**config.mk**
```make
export PLATFORM = sky130hd
export DESIGN_NAME = glfsr_gf8
export DESIGN_NICKNAME = d
export VERILOG_FILES = /design/src/rtl/glfsr_gf8.sv
export SDC_FILE = /design/constraint.sdc
export NUM_CORES = 1
export LEC_CHECK = 0
export CAP_MARGIN = 5
export CORE_MARGIN = 3
export CORE_UTILIZATION = 23
export DETAILED_ROUTE_END_ITERATION = 7
export PLACE_DENSITY = 0.47
export SKIP_CTS_REPAIR_TIMING = 1
export SLEW_MARGIN = 20
export SYNTH_ARGS = -nofsm -noshare
export SYNTH_HDL_FRONTEND = slang
export SYNTH_SLANG_ARGS = --single-unit
```
**constraint.sdc**
```tcl
create_clock -name clk -period 1.6 [get_ports clk]
set_input_delay 0.16 -clock clk [delete_from_list [all_inputs] [get_ports clk]]
set_output_delay 0.16 -clock clk [all_outputs]
set_load 0.01 [all_outputs]
```
**src/rtl/glfsr_gf8.sv**
```systemverilog
module glfsr_gf8 #(
  parameter logic [2:0]  COEF0     = 3'd7,
  parameter logic [2:0]  COEF1     = 3'd0,
  parameter logic [2:0]  COEF2     = 3'd5,
  parameter logic [2:0]  COEF3     = 3'd2,
  parameter logic [11:0] INIT_SEED = 12'hFFF
) (
  input  logic        clk,
  input  logic        rst,
  input  logic        load,
  input  logic [11:0] seed,
  input  logic        step,
  output logic [11:0] state,
  output logic        seed_err
);
  localparam int SYM    = 3;
  localparam int STAGES = 4;
  localparam int W      = SYM * STAGES;
  localparam logic [W-1:0] COEFS = {COEF3, COEF2, COEF1, COEF0};

  function automatic logic [SYM-1:0] gf_mul(input logic [SYM-1:0] a, input logic [SYM-1:0] b);
    logic [SYM-1:0] acc, t;
    acc = '0;
    t   = a;
    for (int i = 0; i < SYM; i++) begin
      if (b[i]) acc = acc ^ t;
      t = {t[SYM-2:0], 1'b0} ^ (t[SYM-1] ? 3'b011 : 3'b000);
    end
    return acc;
  endfunction

  logic [SYM-1:0] fb;
  logic [W-1:0]   nxt;
  assign fb = state[W-1 -: SYM];

  for (genvar k = 0; k < STAGES; k++) begin : g_stage
    if (k == 0) begin : g_first
      assign nxt[SYM-1:0] = gf_mul(fb, COEFS[SYM-1:0]);
    end else begin : g_rest
      assign nxt[k*SYM +: SYM] = state[(k-1)*SYM +: SYM] ^ gf_mul(fb, COEFS[k*SYM +: SYM]);
    end
  end

  always_ff @(posedge clk) begin
    if (rst) begin
      state    <= INIT_SEED;
      seed_err <= 1'b0;
    end else if (load) begin
      if (seed != '0) begin
        state    <= seed;
        seed_err <= 1'b0;
      end else begin
        seed_err <= 1'b1;
      end
    end else if (step) begin
      state <= nxt;
    end
  end

  logic primed = 1'b0;
  always_ff @(posedge clk) primed <= 1'b1;

  assert_reset_seed_R1: assert property (@(posedge clk)
    primed && $past(rst) |-> state == INIT_SEED && !seed_err);
  assert_load_ok_R2: assert property (@(posedge clk) disable iff (rst)
    load && seed != '0 |=> state == $past(seed) && !seed_err);
  assert_zero_refused_R3: assert property (@(posedge clk) disable iff (rst)
    load && seed == '0 |=> $stable(state) && seed_err);
  assert_zero_fb_shift_R4: assert property (@(posedge clk) disable iff (rst)
    step && !load && state[W-1 -: SYM] == '0 |=> state == {$past(state[W-SYM-1:0]), {SYM{1'b0}}});
  assert_idle_hold_R6: assert property (@(posedge clk) disable iff (rst)
    !load && !step |=> $stable(state) && $stable(seed_err));
  assert_never_zero_R7: assert property (@(posedge clk) disable iff (rst)
    state != '0);
endmodule

```
==> flow_metrics.tcl <==
set metrics [dict create \
    synth_top_cells_by_area "dfxtp_1, mux2i_1, nor2_1" \
    ys_seq_elements 13 \
    cts-root-buf "clkbuf_4" \
    routed_wl_um 2060 \
    grt_max_degree 23 \
    drcViolationCount 0 \
    synth_largest_area_cell "dfxtp_1" \
    rr_worst_depth 4 \
    initial_core_util_pct 24.4 \
    area_growth_pct 51.7 \
    yosys_warnings 0 \
    cpMaxStageDelayCell "clkdlybuf4s50_1" \
    drtPass1Iterations 4 \
    syn_avg_cell_area_um2 8.73 \
    fin_ws_ns 0.175 \
    finalCritPeriodShare_pct 89.1 \
    fin_worst_skew_ns 0.00781 \
    viasPerCell 4.42 \
    crit-reg2reg-launch "state[10]" \
    drtIter0Drc 3 \
    r2r_slack_ns 0.34 \
    critPathMaxStageDelay_ns 0.57 \
    wl_per_cell_um 12.7 \
    insertion_delay_ns 0.28 \
    dr_wl_met3_um 120 \
    die_x_um 63.1 \
    p_leak_nw 0.479 \
    std_cell_rows 20 \
    synthMostInstantiatedCell "nor2_1" \
    layout-drive-gt1-share_pct 12.7 \
    diodes 0 \
    grt.overflow.total 0 \
    vias 716 \
    tightest_slew_ns 0.366 \
    hold_violations 0 \
    clkSinkCount 13 \
    fin_tns_setup_ns 0 \
    cts_tree "built" \
    synth_edf_count 0 \
    endpoint_kind "output port" \
    post-route-min-period_ns 1.43 \
    hold_path_class "register to register" \
    yosysSeqAreaShare_pct 34.7 \
    dp_slack_ns -0.130 \
    htreeDepth 1 \
    core_area_um2 3080 \
    syn_inst 86 \
    cp.arrival_ns 1.27 \
    rsz0062_at_grt "no" \
    grt_pass1_vias 724 \
    worstPathRequired_ns 1.44 \
    dieArea_um2 3990 \
    dpl.hpwl_um 1550 \
    crit_path_max_fanout 7 \
    crit_family "buffers and inverters" \
    ctsLongestPathBuffers 2 \
    fin_nets 135 \
    synthFlopType "dfxtp_1" \
    grt_pass1_wl_um 3530 \
    cp.depth 1 \
    gp_congestion 0.745 \
    ys_async_sr_fraction_pct 0 \
    start_kind "register" \
    worstReg2RegEnd "state[6]" \
    power_density_nw_per_um2 777 \
    pin_count 29 \
    fmax_mhz 702 \
    hold_slack_ns 0.479 \
    yosysUniqueCellTypes 25 \
    path_clk_slew_ns 0.09 \
    wl_met2_um 931 \
    crit_buf_inv 1 \
    crit_start "state[11]" \
    syn-cell-area_um2 751 \
    critPathCapture "state[11]" \
    antenna_found_initial 0 \
    setup_viol 0 \
    slew_violations 0 \
    critPathKind "register to output port" \
    status "finished clean" \
    fillers 317 \
    port_buffers 28 \
    slew_headroom_pct 75.6 \
    synth_common_cells "nor2_1, dfxtp_1, mux2i_1" \
    numCtsBuffers 3 \
    drtAntennaViolNets 0 \
    topRoutingLayerUsed "met3" \
    m1WireLength_um 1010 \
    fin_total_pwr_w 0.000885 \
    grtUsageTotal_pct 11.1 \
    final_core_util_pct 37.0 \
    irDropWorstVdd_mv 0.412 \
    die_h_um 63.1 \
    synth_top_area_share_pct 34.7 \
    max-cap-violations 0 \
    synth_fp_nets 102 \
    cp_cell_sequence "clkdlybuf4s50_1" \
]
-- per-layer routing --
metal | global-route usage (%) | vias to the layer above
met5 | 0 | -
met4 | 1.65 | 0
met3 | 3.39 | 0
met2 | 18.1 | 21
met1 | 14.7 | 333
li1 | - | 362
-- cells by family (layout without fill, tap and decap cells) --
logic type / count (synthesis) / after routing / synth area share, %
multiplexers: 13 / 13 / 17.8
AND/OR/NAND/NOR: 28 / 28 / 17.5
AO/OA/AOI/OAI: 16 / 16 / 16.0
flip-flops: 13 / 13 / 34.7
buffers and inverters: 9 / 41 / 5.83
XOR/XNOR: 7 / 7 / 8.17
-- flip-flops by register name, summed over array words and instances (netlist names) --
signal	cells
state	12
seed_err	1
-- report_power, final --
group          leakage [nW]  switching, W  total (W)  internal (W)
logic                 0.356      0.000117   0.000282      0.000166
clock network        0.0150      0.000118   0.000214     0.0000966
registers             0.108     0.0000331   0.000388      0.000355
-- stage by stage --
stage / area [um2] / instances
4_1_cts: 1140 / 162
2_1_floorplan: 751 / 86
3_3_place_gp: 1110 / 158
5_1_grt: 1140 / 162
3_5_place_dp: 1110 / 158
6_report: 1140 / 162
-- final cells by class --
| class | count | area, um2 | share of cell area (%) |
|---|---|---|---|
| clock buffers | 4 | 26.3 | 2.31 |
| inverters | 3 | 11.3 | 0.989 |
| multi-input cells | 64 | 447 | 39.2 |
| flip-flops and latches | 13 | 262 | 23.0 |
| well taps | 44 | 55.1 | 4.84 |
| repair buffers | 34 | 338 | 29.7 |
-- cells in the final DEF (no fill, tap or decap) --
cell	instances
inv_1	3
dfxtp_2	1
dfxtp_1	12
mux2i_1	10
buf_12	1
nand2_1	2
xor2_1	6
clkdlybuf4s50_1	28
xnor2_1	1
nor3_1	1
mux2_2	3
buf_4	5
o21a_1	1
nor2b_1	4
nand4_1	1
nor4_1	2
nand2b_1	1
o31a_1	2
o221ai_1	1
clkbuf_1	1
o21a_2	1
a21oi_1	6
clkbuf_4	3
nor2_1	15
and2_1	2
a211oi_1	3
o211a_1	1
o221ai_2	1
-- worst min path at each step --
stage / start / endpoint / slack, ns / cells after the start
2_1_floorplan: seed[8] / state[8] / 0.30 / 2
3_3_place_gp: seed_err / seed_err / 0.47 / 2
3_5_place_dp: seed_err / seed_err / 0.47 / 2
4_1_cts: seed_err / seed_err / 0.48 / 2
5_1_grt: seed_err / seed_err / 0.52 / 2
6_report: seed_err / seed_err / 0.48 / 2
Note: power is estimated with default switching activity, not from simulation.
